### src/rtl/sram_lane_pkg.sv
package sram_lane_pkg;

  typedef enum logic [2:0] {
    PH_IDLE   = 3'd0,
    PH_SETUP  = 3'd1,
    PH_PULSE  = 3'd2,
    PH_ACCESS = 3'd3,
    PH_RECOV  = 3'd4
  } phase_e;

  localparam logic [1:0] MODE_BYTE = 2'd0;
  localparam logic [1:0] MODE_HALF = 2'd1;
  localparam logic [1:0] MODE_WORD = 2'd2;

endpackage

### src/rtl/sram_lane_decode.sv
module sram_lane_decode #(
  parameter int LANES = 4
) (
  input  logic [1:0]       mode_i,
  input  logic [LANES-1:0] mask_i,
  output logic             legal_o
);
  import sram_lane_pkg::*;

  localparam int PAIRS = LANES / 2;

  logic [PAIRS-1:0] pair_hit;

  // a half-word request must name exactly one aligned lane pair
  genvar p;
  generate
    for (p = 0; p < PAIRS; p++) begin : g_pair
      assign pair_hit[p] = (mask_i == (LANES'(2'b11) << (2 * p)));
    end
  endgenerate

  always_comb begin
    case (mode_i)
      MODE_BYTE: legal_o = $onehot(mask_i);
      MODE_HALF: legal_o = |pair_hit;
      MODE_WORD: legal_o = &mask_i;
      default:   legal_o = 1'b0;
    endcase
  end

endmodule

### src/rtl/sram_lane_seq.sv
module sram_lane_seq #(
  parameter int SETUP_CYC  = 1,
  parameter int PULSE_CYC  = 2,
  parameter int ACCESS_CYC = 2,
  parameter int RECOV_CYC  = 1
) (
  input  logic                    clk_i,
  input  logic                    rst_ni,
  input  logic                    req_i,
  input  logic                    we_i,
  input  logic                    legal_i,
  output logic                    ready_o,
  output logic                    accept_o,
  output logic                    err_o,
  output logic                    capture_o,
  output sram_lane_pkg::phase_e   phase_d_o,
  output logic                    wr_d_o
);
  import sram_lane_pkg::*;

  localparam int MAX_SP  = (SETUP_CYC > PULSE_CYC) ? SETUP_CYC : PULSE_CYC;
  localparam int MAX_AR  = (ACCESS_CYC > RECOV_CYC) ? ACCESS_CYC : RECOV_CYC;
  localparam int MAX_CYC = (MAX_SP > MAX_AR) ? MAX_SP : MAX_AR;
  localparam int CNT_W   = $clog2(MAX_CYC + 1);

  localparam logic [CNT_W-1:0] LD_SETUP  = CNT_W'(SETUP_CYC - 1);
  localparam logic [CNT_W-1:0] LD_PULSE  = CNT_W'(PULSE_CYC - 1);
  localparam logic [CNT_W-1:0] LD_ACCESS = CNT_W'(ACCESS_CYC - 1);
  localparam logic [CNT_W-1:0] LD_RECOV  = CNT_W'(RECOV_CYC - 1);

  phase_e           phase_q, phase_d;
  logic [CNT_W-1:0] cnt_q, cnt_d;
  logic             wr_q, wr_d;
  logic             err_q, err_d;
  logic             seq_en;
  logic             last_cyc;

  assign last_cyc = (cnt_q == '0);
  assign seq_en   = (phase_q != PH_IDLE) | req_i;

  always_comb begin
    phase_d = phase_q;
    cnt_d   = cnt_q;
    wr_d    = wr_q;
    err_d   = 1'b0;
    case (phase_q)
      PH_IDLE: begin
        if (req_i) begin
          if (legal_i) begin
            phase_d = PH_SETUP;
            cnt_d   = LD_SETUP;
            wr_d    = we_i;
          end else begin
            err_d = 1'b1;
          end
        end
      end
      PH_SETUP: begin
        if (last_cyc) begin
          phase_d = wr_q ? PH_PULSE : PH_ACCESS;
          cnt_d   = wr_q ? LD_PULSE : LD_ACCESS;
        end else begin
          cnt_d = cnt_q - CNT_W'(1);
        end
      end
      PH_PULSE, PH_ACCESS: begin
        if (last_cyc) begin
          phase_d = PH_RECOV;
          cnt_d   = LD_RECOV;
        end else begin
          cnt_d = cnt_q - CNT_W'(1);
        end
      end
      PH_RECOV: begin
        if (last_cyc) begin
          phase_d = PH_IDLE;
        end else begin
          cnt_d = cnt_q - CNT_W'(1);
        end
      end
      default: phase_d = PH_IDLE;
    endcase
  end

  always_ff @(posedge clk_i or negedge rst_ni) begin
    if (!rst_ni) begin
      phase_q <= PH_IDLE;
      cnt_q   <= '0;
      wr_q    <= 1'b0;
    end else if (seq_en) begin
      phase_q <= phase_d;
      cnt_q   <= cnt_d;
      wr_q    <= wr_d;
    end
  end

  always_ff @(posedge clk_i or negedge rst_ni) begin
    if (!rst_ni) begin
      err_q <= 1'b0;
    end else begin
      err_q <= err_d;
    end
  end

  assign ready_o   = (phase_q == PH_IDLE);
  assign accept_o  = (phase_q == PH_IDLE) & req_i & legal_i;
  assign capture_o = (phase_q == PH_ACCESS) & last_cyc;
  assign err_o     = err_q;
  assign phase_d_o = seq_en ? phase_d : phase_q;
  assign wr_d_o    = seq_en ? wr_d : wr_q;

  AST_ERR_LEAVES_IDLE_ALONE: assert property (@(posedge clk_i) disable iff (!rst_ni)
    err_q |-> (phase_q == PH_IDLE));
  AST_REFUSED_NOT_STARTED: assert property (@(posedge clk_i) disable iff (!rst_ni)
    (ready_o && req_i && !legal_i) |=> (phase_q == PH_IDLE));
  AST_SETUP_BEFORE_ACTIVE: assert property (@(posedge clk_i) disable iff (!rst_ni)
    ((phase_q == PH_PULSE || phase_q == PH_ACCESS) && !$stable(phase_q)) |->
      ($past(phase_q) == PH_SETUP));
endmodule

### src/rtl/sram_lane_io.sv
module sram_lane_io #(
  parameter int ADDR_W   = 17,
  parameter int LANES    = 4,
  parameter int LANE_W   = 8,
  parameter bit SPLIT_WE = 1'b1
) (
  input  logic                      clk_i,
  input  logic                      rst_ni,
  input  logic                      accept_i,
  input  logic [ADDR_W-1:0]         addr_i,
  input  logic [LANES-1:0]          mask_i,
  input  logic [LANES*LANE_W-1:0]   wdata_i,
  input  sram_lane_pkg::phase_e     phase_d_i,
  input  logic                      wr_d_i,
  input  logic                      capture_i,
  input  logic [LANES*LANE_W-1:0]   mem_dq_i,
  output logic [ADDR_W-1:0]         mem_addr_o,
  output logic [LANES-1:0]          mem_cs_n_o,
  output logic [LANES-1:0]          mem_we_n_o,
  output logic                      mem_oe_n_o,
  output logic [LANES*LANE_W-1:0]   mem_dq_o,
  output logic                      mem_dq_oe_o,
  output logic [LANES*LANE_W-1:0]   rdata_o,
  output logic                      rvalid_o
);
  import sram_lane_pkg::*;

  localparam int DATA_W = LANES * LANE_W;

  logic [ADDR_W-1:0] addr_q;
  logic [LANES-1:0]  mask_q, mask_nxt;
  logic [DATA_W-1:0] wdata_q;
  logic [LANES-1:0]  cs_n_q, cs_n_d;
  logic [LANES-1:0]  we_n_q, we_n_d;
  logic              oe_n_q, oe_n_d;
  logic              dq_oe_q, dq_oe_d;
  logic [DATA_W-1:0] rdata_q, rdata_d;
  logic              rvalid_q;
  logic              cs_act, we_act;
  logic              wdata_en;
  logic              overlap;

  assign mask_nxt = accept_i ? mask_i : mask_q;
  assign wdata_en = accept_i & wr_d_i;

  // request hold registers: loaded only on an accepted request, in idle
  always_ff @(posedge clk_i or negedge rst_ni) begin
    if (!rst_ni) begin
      addr_q <= '0;
      mask_q <= '0;
    end else if (accept_i) begin
      addr_q <= addr_i;
      mask_q <= mask_i;
    end
  end

  always_ff @(posedge clk_i or negedge rst_ni) begin
    if (!rst_ni) begin
      wdata_q <= '0;
    end else if (wdata_en) begin
      wdata_q <= wdata_i;
    end
  end

  // strobes are registered from the sequencer's next phase so pins are glitch free
  always_comb begin
    cs_act  = (phase_d_i == PH_PULSE) | (phase_d_i == PH_ACCESS);
    we_act  = (phase_d_i == PH_PULSE);
    cs_n_d  = cs_act ? ~mask_nxt : '1;
    oe_n_d  = (phase_d_i != PH_ACCESS);
    dq_oe_d = wr_d_i & ((phase_d_i == PH_SETUP) | (phase_d_i == PH_PULSE) |
                        (phase_d_i == PH_RECOV));
  end

  generate
    if (SPLIT_WE) begin : g_we_lane
      assign we_n_d = we_act ? ~mask_nxt : '1;
    end else begin : g_we_shared
      assign we_n_d = {LANES{~we_act}};
    end
  endgenerate

  always_ff @(posedge clk_i or negedge rst_ni) begin
    if (!rst_ni) begin
      cs_n_q  <= '1;
      we_n_q  <= '1;
      oe_n_q  <= 1'b1;
      dq_oe_q <= 1'b0;
    end else begin
      cs_n_q  <= cs_n_d;
      we_n_q  <= we_n_d;
      oe_n_q  <= oe_n_d;
      dq_oe_q <= dq_oe_d;
    end
  end

  // read capture: unselected lanes are forced to zero
  genvar l;
  generate
    for (l = 0; l < LANES; l++) begin : g_rd_lane
      assign rdata_d[l*LANE_W +: LANE_W] = mask_q[l] ? mem_dq_i[l*LANE_W +: LANE_W]
                                                     : '0;
    end
  endgenerate

  always_ff @(posedge clk_i or negedge rst_ni) begin
    if (!rst_ni) begin
      rdata_q <= '0;
    end else if (capture_i) begin
      rdata_q <= rdata_d;
    end
  end

  always_ff @(posedge clk_i or negedge rst_ni) begin
    if (!rst_ni) begin
      rvalid_q <= 1'b0;
    end else begin
      rvalid_q <= capture_i;
    end
  end

  assign overlap     = |(~cs_n_q & ~we_n_q);
  assign mem_addr_o  = addr_q;
  assign mem_cs_n_o  = cs_n_q;
  assign mem_we_n_o  = we_n_q;
  assign mem_oe_n_o  = oe_n_q;
  assign mem_dq_o    = wdata_q;
  assign mem_dq_oe_o = dq_oe_q;
  assign rdata_o     = rdata_q;
  assign rvalid_o    = rvalid_q;

  AST_ADDR_OUTSIDE_OVERLAP: assert property (@(posedge clk_i) disable iff (!rst_ni)
    !$stable(addr_q) |-> (!overlap && !$past(overlap)));
  AST_NO_DRIVE_WHILE_READ: assert property (@(posedge clk_i) disable iff (!rst_ni)
    dq_oe_q |-> oe_n_q);
  AST_TURNAROUND_GAP: assert property (@(posedge clk_i) disable iff (!rst_ni)
    !oe_n_q |=> !dq_oe_q);
  AST_READ_WE_HIGH: assert property (@(posedge clk_i) disable iff (!rst_ni)
    !oe_n_q |-> (&we_n_q));
  AST_RVALID_ONE_CYCLE: assert property (@(posedge clk_i) disable iff (!rst_ni)
    rvalid_q |=> !rvalid_q);
  AST_LANE_GROUPS: assert property (@(posedge clk_i) disable iff (!rst_ni)
    ($countones(~cs_n_q) <= 2) || ($countones(~cs_n_q) == LANES));
  AST_WE_NEEDS_CS: assert property (@(posedge clk_i) disable iff (!rst_ni)
    !(&we_n_q) |-> !(&cs_n_q));
endmodule

### src/rtl/sram_lane_ctrl.sv
module sram_lane_ctrl #(
  parameter int ADDR_W     = 17,
  parameter int LANES      = 4,
  parameter int LANE_W     = 8,
  parameter int SETUP_CYC  = 1,
  parameter int PULSE_CYC  = 2,
  parameter int ACCESS_CYC = 2,
  parameter int RECOV_CYC  = 1,
  parameter bit SPLIT_WE   = 1'b1
) (
  input  logic                    clk_i,
  input  logic                    rst_ni,
  input  logic                    req_i,
  input  logic                    we_i,
  input  logic [1:0]              mode_i,
  input  logic [ADDR_W-1:0]       addr_i,
  input  logic [LANES-1:0]        mask_i,
  input  logic [LANES*LANE_W-1:0] wdata_i,
  output logic                    ready_o,
  output logic                    err_o,
  output logic [LANES*LANE_W-1:0] rdata_o,
  output logic                    rvalid_o,
  output logic [ADDR_W-1:0]       mem_addr_o,
  output logic [LANES-1:0]        mem_cs_n_o,
  output logic [LANES-1:0]        mem_we_n_o,
  output logic                    mem_oe_n_o,
  output logic [LANES*LANE_W-1:0] mem_dq_o,
  output logic                    mem_dq_oe_o,
  input  logic [LANES*LANE_W-1:0] mem_dq_i
);
  import sram_lane_pkg::*;

  logic [1:0] rst_sync_q;
  logic       rst_n;
  logic       legal;
  logic       accept;
  logic       capture;
  logic       wr_d;
  phase_e     phase_d;

  // asynchronous assertion, synchronous release
  always_ff @(posedge clk_i or negedge rst_ni) begin
    if (!rst_ni) begin
      rst_sync_q <= 2'b00;
    end else begin
      rst_sync_q <= {rst_sync_q[0], 1'b1};
    end
  end
  assign rst_n = rst_sync_q[1];

  sram_lane_decode #(
    .LANES (LANES)
  ) u_decode (
    .mode_i  (mode_i),
    .mask_i  (mask_i),
    .legal_o (legal)
  );

  sram_lane_seq #(
    .SETUP_CYC  (SETUP_CYC),
    .PULSE_CYC  (PULSE_CYC),
    .ACCESS_CYC (ACCESS_CYC),
    .RECOV_CYC  (RECOV_CYC)
  ) u_seq (
    .clk_i     (clk_i),
    .rst_ni    (rst_n),
    .req_i     (req_i),
    .we_i      (we_i),
    .legal_i   (legal),
    .ready_o   (ready_o),
    .accept_o  (accept),
    .err_o     (err_o),
    .capture_o (capture),
    .phase_d_o (phase_d),
    .wr_d_o    (wr_d)
  );

  sram_lane_io #(
    .ADDR_W   (ADDR_W),
    .LANES    (LANES),
    .LANE_W   (LANE_W),
    .SPLIT_WE (SPLIT_WE)
  ) u_io (
    .clk_i       (clk_i),
    .rst_ni      (rst_n),
    .accept_i    (accept),
    .addr_i      (addr_i),
    .mask_i      (mask_i),
    .wdata_i     (wdata_i),
    .phase_d_i   (phase_d),
    .wr_d_i      (wr_d),
    .capture_i   (capture),
    .mem_dq_i    (mem_dq_i),
    .mem_addr_o  (mem_addr_o),
    .mem_cs_n_o  (mem_cs_n_o),
    .mem_we_n_o  (mem_we_n_o),
    .mem_oe_n_o  (mem_oe_n_o),
    .mem_dq_o    (mem_dq_o),
    .mem_dq_oe_o (mem_dq_oe_o),
    .rdata_o     (rdata_o),
    .rvalid_o    (rvalid_o)
  );

  AST_ERR_NO_STROBE: assert property (@(posedge clk_i) disable iff (!rst_n)
    err_o |-> ((&mem_cs_n_o) && !mem_dq_oe_o));
  AST_IDLE_QUIET: assert property (@(posedge clk_i) disable iff (!rst_n)
    (ready_o && $past(ready_o)) |-> ((&mem_cs_n_o) && (&mem_we_n_o) && mem_oe_n_o));
endmodule

### config.mk
export PLATFORM = sky130hd
export DESIGN_NAME = sram_lane_ctrl
export DESIGN_NICKNAME = d
export VERILOG_FILES = /design/src/rtl/sram_lane_pkg.sv /design/src/rtl/sram_lane_decode.sv /design/src/rtl/sram_lane_seq.sv /design/src/rtl/sram_lane_io.sv /design/src/rtl/sram_lane_ctrl.sv
export SDC_FILE = /design/constraint.sdc
export NUM_CORES = 1
export LEC_CHECK = 0
export ABC_AREA = 1
export CAP_MARGIN = 5
export CORE_ASPECT_RATIO = 0.8
export CORE_MARGIN = 1.5
export CORE_UTILIZATION = 46
export CTS_BUF_LIST = sky130_fd_sc_hd__clkbuf_16
export DETAILED_ROUTE_END_ITERATION = 12
export GPL_ROUTABILITY_DRIVEN = 0
export GPL_TIMING_DRIVEN = 0
export PLACE_DENSITY = 0.87
export SYNTH_ARGS = -nofsm -noshare
export SYNTH_HDL_FRONTEND = slang
export SYNTH_SLANG_ARGS = --single-unit
### constraint.sdc
create_clock -name clk_i -period 5.1 [get_ports clk_i]
set_clock_uncertainty 0.2 [all_clocks]
set_input_delay 1.02 -clock clk_i [delete_from_list [all_inputs] [get_ports clk_i]]
set_output_delay 1.02 -clock clk_i [all_outputs]
set_load 0.01 [all_outputs]
==> flow_metrics.tcl <==
set metrics [dict create \
    fp.dieArea_um2 10300 \
    syn_to_final_growth_pct 52.2 \
    synthMuxAreaShare_pct 0 \
    endpoint_kind "flop" \
    synth_xor_area_share_pct 0 \
    vias 3955 \
    critPathKind "in2reg" \
    swShare_pct 34.0 \
    synth_ff_type "dfrtp_1" \
    seq_area_frac_synth_pct 59.2 \
    routed_wl_um 12000 \
    p_sw_uw 1210 \
    synth-edff-count 0 \
    synth_compound_area_share_pct 8.98 \
    avgSynthCellArea_um2 9.42 \
    rsz0062_at_grt "no" \
    pwr-share-clk_pct 20.0 \
    fin_crit_sh_pct 69.4 \
    grt_pass1_wl_um 20200 \
    cts_buffers 9 \
    drt_iter0_drc 285 \
    combPwrFrac_pct 41.2 \
    drt_pass1_iterations 5 \
    synth_fa_ha_area_share_pct 2.98 \
    synth-simple-area-share_pct 20.4 \
    synth_nets 574 \
    grtUsageTotal_pct 24.7 \
    vias_per_cell 5.01 \
    seq_power_share_pct 38.8 \
    synth_area_um2 4460 \
    grt_pass1_vias 4047 \
    placed_cell_area_um2 6470 \
    io_buffers 184 \
    async_flop_share_pct 100 \
    dpl.hpwl_um 9060 \
    fmax_mhz 282 \
    synth_top_family_by_area "simple AND/OR/NAND/NOR gates" \
    cp.required_ns 5.12 \
    cts_sinks 105 \
    status "complete, no violations" \
    crit_fanout 10 \
    design.core.area_um2 9230 \
    tightest_slew_ns 0.664 \
    clk_path_buf_depth 2 \
    dieHeight_um 91.0 \
    nets 770 \
    antenna_found_initial 0 \
    leakagePower_uw 0.00316 \
    cap_viol_max_count 0 \
    setup_viol 0 \
    root_buffer "clkbuf_16" \
    cts.clk_slew.worst_paths_ns 0.07 \
    io_pins 185 \
    finalHoldViolCount 0 \
    yosys_warnings 0 \
    ys_ff_latch 105 \
    drv_slew 0 \
    htree_levels 3 \
    tritoncts "yes" \
    finalWorstSetupSlack_ns 1.56 \
    ctsResizeCount 0 \
    synth_cells 473 \
    final_area_um2 6780 \
    ys_types 31 \
    drcViolationCount 0 \
    min_path_type "reg2async" \
    cp.arrival_ns 3.56 \
    powerDensity_nw_per_um2 526 \
    ant_nets 0 \
    clock_latency_ns 0.34 \
    cp-start-kind "input port" \
    start_util_pct 48.3 \
    wire_per_inst_um 15.3 \
    relSlewSlack_pct 55.7 \
    drive_gt1_share_pct 10.2 \
    row_count 31 \
    period_minus_slack_ns 3.54 \
    p_total_uw 3570 \
    ir_worst_vdd_uv 285 \
    postCtsHoldBufs 0 \
    fin_tns_setup_ns 0 \
    grt_max_degree 55 \
    p_int_uw 2360 \
    pre_cts_slack_ns 1.18 \
    fp.dieW_um 113 \
    postCtsSetupBuffers 0 \
    antenna_cells 0 \
    overflow 0 \
]
## synthesized netlist by cell type, types with 3 or more instances
cell type / n / area share, %
nor2_1: 5 / 0.42
buf_6: 7 / 1.8
nand2_4: 3 / 0.76
clkbuf_1: 8 / 0.67
o21ai_2: 4 / 0.79
o21ai_0: 68 / 7.6
nand3_1: 43 / 4.8
buf_2: 4 / 0.45
ha_1: 9 / 2.5
inv_1: 48 / 4.0
nand2_1: 133 / 11
inv_2: 3 / 0.25
buf_4: 4 / 0.67
dfrtp_1: 96 / 54
dfstp_2: 9 / 5.3
nand2_2: 10 / 1.4
## final cells by class
cell class              count  area [um2]
flip-flops and latches    105        2640
plain buffers              25         169
inverters                  53         204
repair buffers            185        1870
clock inverters             7        85.1
fillers                   645        2450
well taps                 115         144
multi-input cells         290        1450
clock buffers               9         225
## metal layers
metal	track usage (%)	vias up	wire length [um]
met2	41.5	219	5700
li1	-	1883	-
met3	8.95	19	1320
met5	0	-	0
met1	30.6	1834	4850
met4	5.52	0	174
## cell families (layout without fill, tap and decap cells)
family	after synthesis	in the layout
and+or+nand+nor	203	203
buffers and inverters	78	279
other	1	1
AOI/OAI and AO/OA	76	76
adders and majority gates	10	10
DFF	105	105
## per-stage QoR
stage | hold WS (ns) | std cells | utilization (%)
after floorplan | 0.131 | 473 | -
after global placement | 0.138 | 772 | 69.8
after detailed placement | 0.143 | 773 | 70.1
after CTS | 0.170 | 789 | 73.5
after global routing | 0.187 | 789 | 73.5
final | 0.166 | 789 | 73.5
## power by group through the flow
stage | clock, uW | sequential, uW | combinational, uW
after floorplan | 0 | 1520 | 449
after global placement | 0 | 1370 | 1410
after detailed placement | 0 | 1390 | 1470
after CTS | 729 | 1380 | 1480
after global routing | 768 | 1430 | 1600
final | 713 | 1390 | 1470
## cell usage in the layout, fill, tap and decap left out, types with 4 or more instances in the layout
| cell | netlist | layout |
|---|---|---|
| buf_2 | 4 | 4 |
| buf_4 | 4 | 4 |
| buf_6 | 7 | 7 |
| clkbuf_1 | 8 | 8 |
| clkbuf_16 | 0 | 9 |
| clkdlybuf4s50_1 | 0 | 184 |
| dfrtp_1 | 96 | 95 |
| dfstp_2 | 9 | 9 |
| ha_1 | 9 | 9 |
| inv_1 | 48 | 48 |
| nand2_1 | 133 | 133 |
| nand2_2 | 10 | 10 |
| nand3_1 | 43 | 43 |
| nor2_1 | 5 | 5 |
| o21ai_0 | 68 | 68 |
| o21ai_2 | 4 | 4 |
## path summary, 6_finish.rpt
kind                                      from                  end  slack (ns)  depth (start not counted)
worst max-delay path                 mask_i[1]    u_io.mem_dq_o[30]        1.56                         12
max in group asynchronous        rst_sync_q[1]   u_io.mem_we_n_o[1]        3.80                          1
min in group clk_i               rst_sync_q[0]        rst_sync_q[1]        0.17                          0
worst min register to register   rst_sync_q[1]  u_io.mem_addr_o[12]        0.17                          0
worst min-delay path             rst_sync_q[1]  u_io.mem_addr_o[12]        0.17                          0
worst max register to register  u_seq.cnt_q[0]     u_io.rdata_o[12]        3.00                          8
## sequential cells by signal, summed over array words and instances (netlist names)
name / count
u_io.mem_we_n_o: 4
u_seq.phase_q: 3
u_io.mem_dq_o: 32
u_io.rvalid_o: 1
u_io.rdata_o: 32
u_seq.cnt_q: 2
u_io.mem_cs_n_o: 4
u_io.mem_addr_o: 17
u_seq.wr_q: 1
rst_sync_q: 2
u_io.mem_oe_n_o: 1
u_io.mask_q: 4
u_io.mem_dq_oe_o: 1
u_seq.err_o: 1
## worst max-delay path, cell delays in order
cell,delay (ns)
clkdlybuf4s50_1,0.51
inv_1,0.09
ha_1,0.28
ha_1,0.14
inv_1,0.05
fa_1,0.49
nand3_1,0.08
nand2_1,0.14
nand4_4,0.21
buf_2,0.25
o21ai_0,0.22
nand2_1,0.07
Power figures use the tool's default switching activity.
